===== config.mk =====
export PLATFORM = sky130hd
export DESIGN_NAME = refl_test_seq
export DESIGN_NICKNAME = d
export VERILOG_FILES = /design/src/rtl/refl_seq_pkg.sv /design/src/rtl/refl_seq_ctrl.sv /design/src/rtl/refl_seq_dp.sv /design/src/rtl/refl_test_seq.sv
export SDC_FILE = /design/constraint.sdc
export NUM_CORES = 1
export LEC_CHECK = 0
export BUFFER_PORTS_ARGS = -buffer_cell sky130_fd_sc_hd__buf_2
export CORE_UTILIZATION = 57
export CTS_CLUSTER_DIAMETER = 30
export DETAILED_ROUTE_END_ITERATION = 10
export PLACE_DENSITY = 0.81
export SETUP_SLACK_MARGIN = 0.2
export SLEW_MARGIN = 10
export SYNTH_ARGS = -nofsm -noshare
export SYNTH_HDL_FRONTEND = slang
export SYNTH_SLANG_ARGS = --single-unit

===== constraint.sdc =====
create_clock -name clk -period 3 [get_ports clk]
set_input_delay 0.15 -clock clk [delete_from_list [all_inputs] [get_ports clk]]
set_output_delay 0.15 -clock clk [all_outputs]
set_load 0.01 [all_outputs]

===== src/rtl/refl_seq_pkg.sv =====
package refl_seq_pkg;

  typedef enum logic [2:0] {
    PH_IDLE,
    PH_PRE,
    PH_TX,
    PH_POST,
    PH_FORCED
  } phase_e;

  // control-to-datapath strobes
  typedef struct packed {
    logic markDone;
    logic markFail;
    logic peakWin;
  } seqStrobe_t;

  localparam logic [2:0] ADDR_CTRL  = 3'd0;
  localparam logic [2:0] ADDR_CFG   = 3'd1;
  localparam logic [2:0] ADDR_DUR   = 3'd2;
  localparam logic [2:0] ADDR_TAPS  = 3'd3;
  localparam logic [2:0] ADDR_FAULT = 3'd4;

  localparam int START_BIT = 15;
  localparam int AMP_BIT   = 12;

endpackage


===== src/rtl/refl_seq_ctrl.sv =====
module refl_seq_ctrl
  import refl_seq_pkg::*;
#(
  parameter int US_PER_MS = 1000,
  parameter int DUR_W     = 16
) (
  input  logic             clk,
  input  logic             rstN,
  input  logic             usTick,
  input  logic             startReq,
  input  logic             lineActive,
  input  logic [1:0]       preCode,
  input  logic [1:0]       postCode,
  input  logic [DUR_W-1:0] txDur,
  output seqStrobe_t       strobe,
  output logic             txEnable,
  output logic             forcedLink,
  output logic             busy
);

  localparam int MAX_SIL   = 1000 * US_PER_MS;
  localparam int MAX_DUR   = (1 << DUR_W) - 1;
  localparam int MAX_TICKS = (MAX_SIL > MAX_DUR) ? MAX_SIL : MAX_DUR;
  localparam int CNT_W     = $clog2(MAX_TICKS + 1);

  phase_e           phase;
  logic [CNT_W-1:0] remain;
  logic             expire;
  logic             abortNow;

  function automatic logic [CNT_W-1:0] silTicks(input logic [1:0] code);
    case (code)
      2'd0:    silTicks = '0;
      2'd1:    silTicks = CNT_W'(10 * US_PER_MS);
      2'd2:    silTicks = CNT_W'(100 * US_PER_MS);
      default: silTicks = CNT_W'(1000 * US_PER_MS);
    endcase
  endfunction

  assign expire   = (remain == '0) || (usTick && (remain == CNT_W'(1)));
  assign abortNow = !startReq && lineActive &&
                    ((phase == PH_PRE) || (phase == PH_TX));

  always_ff @(posedge clk or negedge rstN) begin
    if (!rstN) begin
      phase  <= PH_IDLE;
      remain <= '0;
    end else if (startReq) begin
      phase  <= PH_PRE;
      remain <= silTicks(preCode);
    end else begin
      case (phase)
        PH_PRE: begin
          if (lineActive) begin
            phase <= PH_FORCED;
          end else if (expire) begin
            phase  <= PH_TX;
            remain <= CNT_W'(txDur);
          end else if (usTick) begin
            remain <= remain - CNT_W'(1);
          end
        end
        PH_TX: begin
          if (lineActive) begin
            phase <= PH_FORCED;
          end else if (expire) begin
            phase  <= PH_POST;
            remain <= silTicks(postCode);
          end else if (usTick) begin
            remain <= remain - CNT_W'(1);
          end
        end
        PH_POST: begin
          if (expire) begin
            phase <= PH_FORCED;
          end else if (usTick) begin
            remain <= remain - CNT_W'(1);
          end
        end
        default: begin
          phase <= phase;
        end
      endcase
    end
  end

  always_comb begin
    strobe.markFail = abortNow;
    strobe.markDone = abortNow ||
                      (!startReq && (phase == PH_TX) && !lineActive && expire);
    strobe.peakWin  = (phase == PH_POST);
  end

  assign txEnable   = (phase == PH_TX);
  assign forcedLink = (phase == PH_FORCED);
  assign busy       = (phase == PH_PRE) || (phase == PH_TX) || (phase == PH_POST);

  // activity in a live phase releases the line on the next cycle
  a_r8_abort_release: assert property (@(posedge clk) disable iff (!rstN)
    abortNow |=> (forcedLink && !txEnable));

  // transmit only opens straight out of the leading silence
  a_r3_tx_after_pre: assert property (@(posedge clk) disable iff (!rstN)
    $rose(txEnable) |-> ($past(phase) == PH_PRE));

  // trailing silence only follows the transmit window
  a_r3_post_after_tx: assert property (@(posedge clk) disable iff (!rstN)
    ((phase == PH_POST) && ($past(phase) != PH_POST)) |-> ($past(phase) == PH_TX));

  // a start always lands in the leading silence
  a_r2_start_enters_pre: assert property (@(posedge clk) disable iff (!rstN)
    startReq |=> (phase == PH_PRE));

endmodule


===== src/rtl/refl_seq_dp.sv =====
module refl_seq_dp
  import refl_seq_pkg::*;
#(
  parameter int DUR_W       = 16,
  parameter int TAP_W       = 7,
  parameter int LOC_W       = 10,
  parameter int DUR_DEFAULT = 16000,
  parameter int TAP_START_D = 4,
  parameter int TAP_END_D   = 36
) (
  input  logic             clk,
  input  logic             rstN,
  input  logic             wrEn,
  input  logic [2:0]       addr,
  input  logic [15:0]      wrData,
  output logic [15:0]      rdData,
  input  logic             peakValid,
  input  logic             peakSign,
  input  logic [LOC_W-1:0] peakLoc,
  input  seqStrobe_t       strobe,
  input  logic             busy,
  output logic             startReq,
  output logic [1:0]       preCode,
  output logic [1:0]       postCode,
  output logic [DUR_W-1:0] txDur,
  output logic             txAmpHigh,
  output logic [TAP_W-1:0] tapStartIdx,
  output logic [TAP_W-1:0] tapEndIdx
);

  localparam int FAULT_W = LOC_W + 2;

  logic               doneFlag;
  logic               failFlag;
  logic [FAULT_W-1:0] faultWord;

  assign startReq = wrEn && (addr == ADDR_CTRL) && wrData[START_BIT];

  always_ff @(posedge clk or negedge rstN) begin
    if (!rstN) begin
      preCode     <= '0;
      postCode    <= '0;
      txAmpHigh   <= 1'b0;
      txDur       <= DUR_W'(DUR_DEFAULT);
      tapStartIdx <= TAP_W'(TAP_START_D);
      tapEndIdx   <= TAP_W'(TAP_END_D);
    end else if (wrEn) begin
      case (addr)
        ADDR_CFG: begin
          preCode   <= wrData[1:0];
          postCode  <= wrData[3:2];
          txAmpHigh <= wrData[AMP_BIT];
        end
        ADDR_DUR:  txDur <= wrData[DUR_W-1:0];
        ADDR_TAPS: begin
          tapStartIdx <= wrData[TAP_W-1:0];
          tapEndIdx   <= wrData[8 +: TAP_W];
        end
        default: ;
      endcase
    end
  end

  always_ff @(posedge clk or negedge rstN) begin
    if (!rstN) begin
      doneFlag  <= 1'b0;
      failFlag  <= 1'b0;
      faultWord <= '0;
    end else if (startReq) begin
      doneFlag  <= 1'b0;
      failFlag  <= 1'b0;
      faultWord <= '0;
    end else begin
      if (strobe.markDone) doneFlag <= 1'b1;
      if (strobe.markFail) failFlag <= 1'b1;
      if (strobe.peakWin && peakValid) faultWord <= {1'b1, peakSign, peakLoc};
    end
  end

  always_comb begin
    rdData = '0;
    case (addr)
      ADDR_CTRL:  rdData = {busy, 13'b0, doneFlag, failFlag};
      ADDR_CFG:   rdData = {3'b0, txAmpHigh, 8'b0, postCode, preCode};
      ADDR_DUR:   rdData = 16'(txDur);
      ADDR_TAPS:  rdData = {1'b0, tapEndIdx, 1'b0, tapStartIdx};
      ADDR_FAULT: rdData = 16'(faultWord);
      default:    rdData = '0;
    endcase
  end

  // a failed run is always also a finished run
  a_r7_fail_implies_done: assert property (@(posedge clk) disable iff (!rstN)
    failFlag |-> doneFlag);

  // a start wipes the previous result
  a_r11_start_clears: assert property (@(posedge clk) disable iff (!rstN)
    startReq |=> (!doneFlag && !failFlag && (faultWord == '0)));

  // the fault word only moves inside the peak window or on a start
  a_r10_fault_hold: assert property (@(posedge clk) disable iff (!rstN)
    (!strobe.peakWin && !startReq) |=> $stable(faultWord));

endmodule


===== src/rtl/refl_test_seq.sv =====
module refl_test_seq
  import refl_seq_pkg::*;
#(
  parameter int US_PER_MS = 1000
) (
  input  logic        clk,
  input  logic        rstN,
  input  logic        usTick,
  input  logic        wrEn,
  input  logic [2:0]  addr,
  input  logic [15:0] wrData,
  output logic [15:0] rdData,
  input  logic        lineActive,
  input  logic        peakValid,
  input  logic        peakSign,
  input  logic [9:0]  peakLoc,
  output logic        txEnable,
  output logic        txAmpHigh,
  output logic        forcedLink,
  output logic [6:0]  tapStartIdx,
  output logic [6:0]  tapEndIdx
);

  localparam int DUR_W = 16;
  localparam int TAP_W = 7;
  localparam int LOC_W = 10;

  seqStrobe_t       strobe;
  logic             startReq;
  logic             busy;
  logic [1:0]       preCode;
  logic [1:0]       postCode;
  logic [DUR_W-1:0] txDur;

  refl_seq_ctrl #(
    .US_PER_MS (US_PER_MS),
    .DUR_W     (DUR_W)
  ) i_ctrl (
    .clk        (clk),
    .rstN       (rstN),
    .usTick     (usTick),
    .startReq   (startReq),
    .lineActive (lineActive),
    .preCode    (preCode),
    .postCode   (postCode),
    .txDur      (txDur),
    .strobe     (strobe),
    .txEnable   (txEnable),
    .forcedLink (forcedLink),
    .busy       (busy)
  );

  refl_seq_dp #(
    .DUR_W (DUR_W),
    .TAP_W (TAP_W),
    .LOC_W (LOC_W)
  ) i_dp (
    .clk         (clk),
    .rstN        (rstN),
    .wrEn        (wrEn),
    .addr        (addr),
    .wrData      (wrData),
    .rdData      (rdData),
    .peakValid   (peakValid),
    .peakSign    (peakSign),
    .peakLoc     (peakLoc),
    .strobe      (strobe),
    .busy        (busy),
    .startReq    (startReq),
    .preCode     (preCode),
    .postCode    (postCode),
    .txDur       (txDur),
    .txAmpHigh   (txAmpHigh),
    .tapStartIdx (tapStartIdx),
    .tapEndIdx   (tapEndIdx)
  );

endmodule


==> metrics <==
status=completed; Setup crit start=i_ctrl.remain[1]$_DFFE_PN0P_; nets=573; leak pwr=2.244 nW; Fillers=600; Final Routed Wirelength=12.23 mm; Layout Utilization=68.14%; Antenna Nets Post-Route=0; RSZ-0062 raised after global routing=no; routed vias/inst=about 6.2; Max Freq=between 0.3 and 0.4 GHz; setup TNS=0 ns; Post-CTS Resized=0; root buf cell=clkbuf_8; initial drt markers=380; synth cell count leaders=nand2_1, dfrtp_1, nor2_1; power per cell area=between 700 and 800 nW/µm²; Port Buf Inserts=68; hold path startpoint=peakLoc[6]; post-synthesis instance area=4289 µm²; Synth top area share=between 30% and 40%; Synth Instances=roughly 470; worst relative slew slack=47.87%; Clock Latency Late Sink=0.35 ns; Synth area leaders=dfrtp_1, mux2_2, nand2_1, dfstp_2, o21ai_0; routability cong.=about 0.95; Placed Area=4727 µm²; CTS sink cnt=72; core area=~7300 µm²; Post-Layout Cell Count=between 600 and 700; drt drc=0; Bufs on Longest Clock Path=2; crit-path max FO=14; final setup fails=0; placed insts=613; WP data required=about 3.3 ns; reg2reg start=i_ctrl.remain[1]$_DFFE_PN0P_; most common cell in the netlist=nand2_1; max-slew violations=0; DR vias=3,892; synthesized flop and latch total=72; Fin. Hold Viols=0; area leader, netlist=dfrtp_1; worst-margin pin slew=0.7820 ns; layout cells sized above 1=28.44%; number of max-cap violations=0; share of the clock period used by the worst path=87.29%; syn_area_per_cell=between 9 and 10 µm²; area grow syn2layout=15.23%; first-pass GRT wire length=19.04 mm; Startpoint Class=register; vias in the first global route=3,673; Num CTS Buffers=9; VDD IR max=0.0005468 V; Cell Chain, Critical Path=inv_1, ha_1, a21oi_1, nand4b_2, or3_1, nor2_1, o21ai_0, a32o_1; HPWL Detailed=around 8.9 mm; Most used DFF post-synth=dfrtp_1; Finished Cell Area=4942 µm²; post-synth cell types=59; Ant. Diodes=0; Avg WL per Cell=19.42 µm; synth warn=0; Clock Skew=0.007755 ns; I/O pins=69; fraction of registers with async set/reset=100.0%; Crit path arrival time=2.87 ns; Clock transition at path regs=0.08 ns; Die Area=7876 µm²; initial antenna violation count=0; final total power=between 0.003 and 0.004 W; CTS tree=built; path category of the worst min-delay check=input port to register; die width=88.75 µm; die height=88.75 µm; Bufs and invs on worst path=1; Final min period=2.619 ns; Crit path largest cell delay=roughly 0.63 ns; CP max-delay cell=or3_1; post-synthesis sequential area ratio=between 40% and 50%; DR pass1 iterations=5; CP delay by family, top=simple AND/OR/NAND/NOR gates; Clock H-tree levels=3; gr ovfl total=0; Total GRT Usage=32.71%; largest net degree at the start of global routing=44; Post-Syn Nets=just over 500; Initial Util=59.13%; number of synthesized flops with an enable pin=0; Crit Path Class=register to register; Critical Path End Type=register; FP Rows=31
registers in the layout (all words and copies together), names as in the netlist:
register          flops
i_dp.txAmpHigh        1
i_dp.faultWord       12
i_dp.failFlag         1
i_dp.preCode          2
i_ctrl.remain        20
i_ctrl.phase          3
i_dp.doneFlag         1
i_dp.postCode         2
i_dp.tapEndIdx        7
i_dp.txDur           16
i_dp.tapStartIdx      7
cell type report:
| type | instances | area (µm²) | share of cell area, % |
|---|---|---|---|
| clock buffers | 10 | 137.6 | 2.785 |
| clock inverters | 6 | 67.56 | 1.367 |
| inverters | 9 | 33.78 | 0.6835 |
| multi-input cells | 352 | 2306 | 46.66 |
| flip-flops and latches | 72 | 1813 | 36.68 |
| well taps | 99 | 123.9 | 2.506 |
| repair buffers | 82 | 460.4 | 9.316 |
through the flow:
| step | hold WS [ns] | setup slack [ns] |
|---|---|---|
| final | 0.02139 | 0.3812 |
| after floorplan | -0.1456 | 0.8750 |
| after detailed placement | 0.2501 | 0.4561 |
| after global placement | 0.2439 | 0.4598 |
| after CTS | 0.01643 | 0.4346 |
| after global routing | 0.01260 | 0.2426 |
cells by family after synthesis:
| family | after synthesis | synth area share (%) |
|---|---|---|
| and+or+nand+nor | 166 | 18.41 |
| DFF | 72 | 42.27 |
| muxes | 48 | 12.19 |
| xor gates and xnor gates | 4 | 0.8170 |
| adders and majority gates | 11 | 3.209 |
| AOI/OAI and AO/OA | 123 | 19.02 |
| buffers and inverters | 41 | 4.084 |
cell usage in the layout, fill, tap and decap left out, types with 8 or more instances in the layout:
cell	netlist	routed
buf_2	5	68
nand2_1	66	66
dfrtp_1	63	63
nor2_1	42	42
mux2_2	34	34
o21ai_0	32	32
a21oi_1	31	31
mux2i_1	14	14
buf_4	0	12
ha_1	11	11
nand3_1	10	10
clkbuf_8	0	10
inv_1	9	9
dfstp_2	9	9
o22ai_1	8	8
worst paths after layout:
kind / end / slack, ns / cells past startpoint
worst max-delay path: i_ctrl.remain[9]$_DFFE_PN0P_ / 0.38 / 8
worst min-delay path: i_dp.faultWord[6]$_DFFE_PN0P_ / 0.02 / 3
worst max register to register: i_ctrl.remain[9]$_DFFE_PN0P_ / 0.38 / 8
worst min register to register: i_dp.faultWord[11]$_DFFE_PN0P_ / 0.51 / 2
max in group asynchronous: i_dp.txDur[9]$_DFFE_PN1P_ / 1.86 / 3
min in group asynchronous: i_ctrl.remain[18]$_DFFE_PN0P_ / 0.38 / 2
power breakdown:
| group | switching [W] | internal (W) | total [W] | leakage [nW] |
|---|---|---|---|---|
| logic | 0.000629 | 0.000538 | 0.00117 | 1.25 |
| clock network | 0.000408 | 0.000410 | 0.000818 | 0.0989 |
| registers | 0.000293 | 0.00122 | 0.00152 | 0.892 |
| total | 0.00133 | 0.00217 | 0.00350 | 2.24 |
worst reg2reg max path, delay by kind of cell (launching register included):
family / cells / cell delay (ns)
flip-flops: 1 / 0.40
buffers and inverters: 1 / 0.13
AO/OA/AOI/OAI: 3 / 0.47
adder cells (fa/ha/maj): 1 / 0.16
AND/OR/NAND/NOR: 3 / 1.35
per-layer routing:
metal,vias up,part of all wire [%],global-route usage (%)
met5,-,0,0
met4,0,2.5,13.49
met3,27,6.8,4.851
met2,184,46,50.98
met1,1874,44,45.92
li1,1807,-,-
timing repair:
action,4_1_cts,5_1_grt
hold endpoints to repair,23,0
setup buffers,0,0
hold buffers,1,0
No activity file was read; power rests on OpenSTA's default activity.
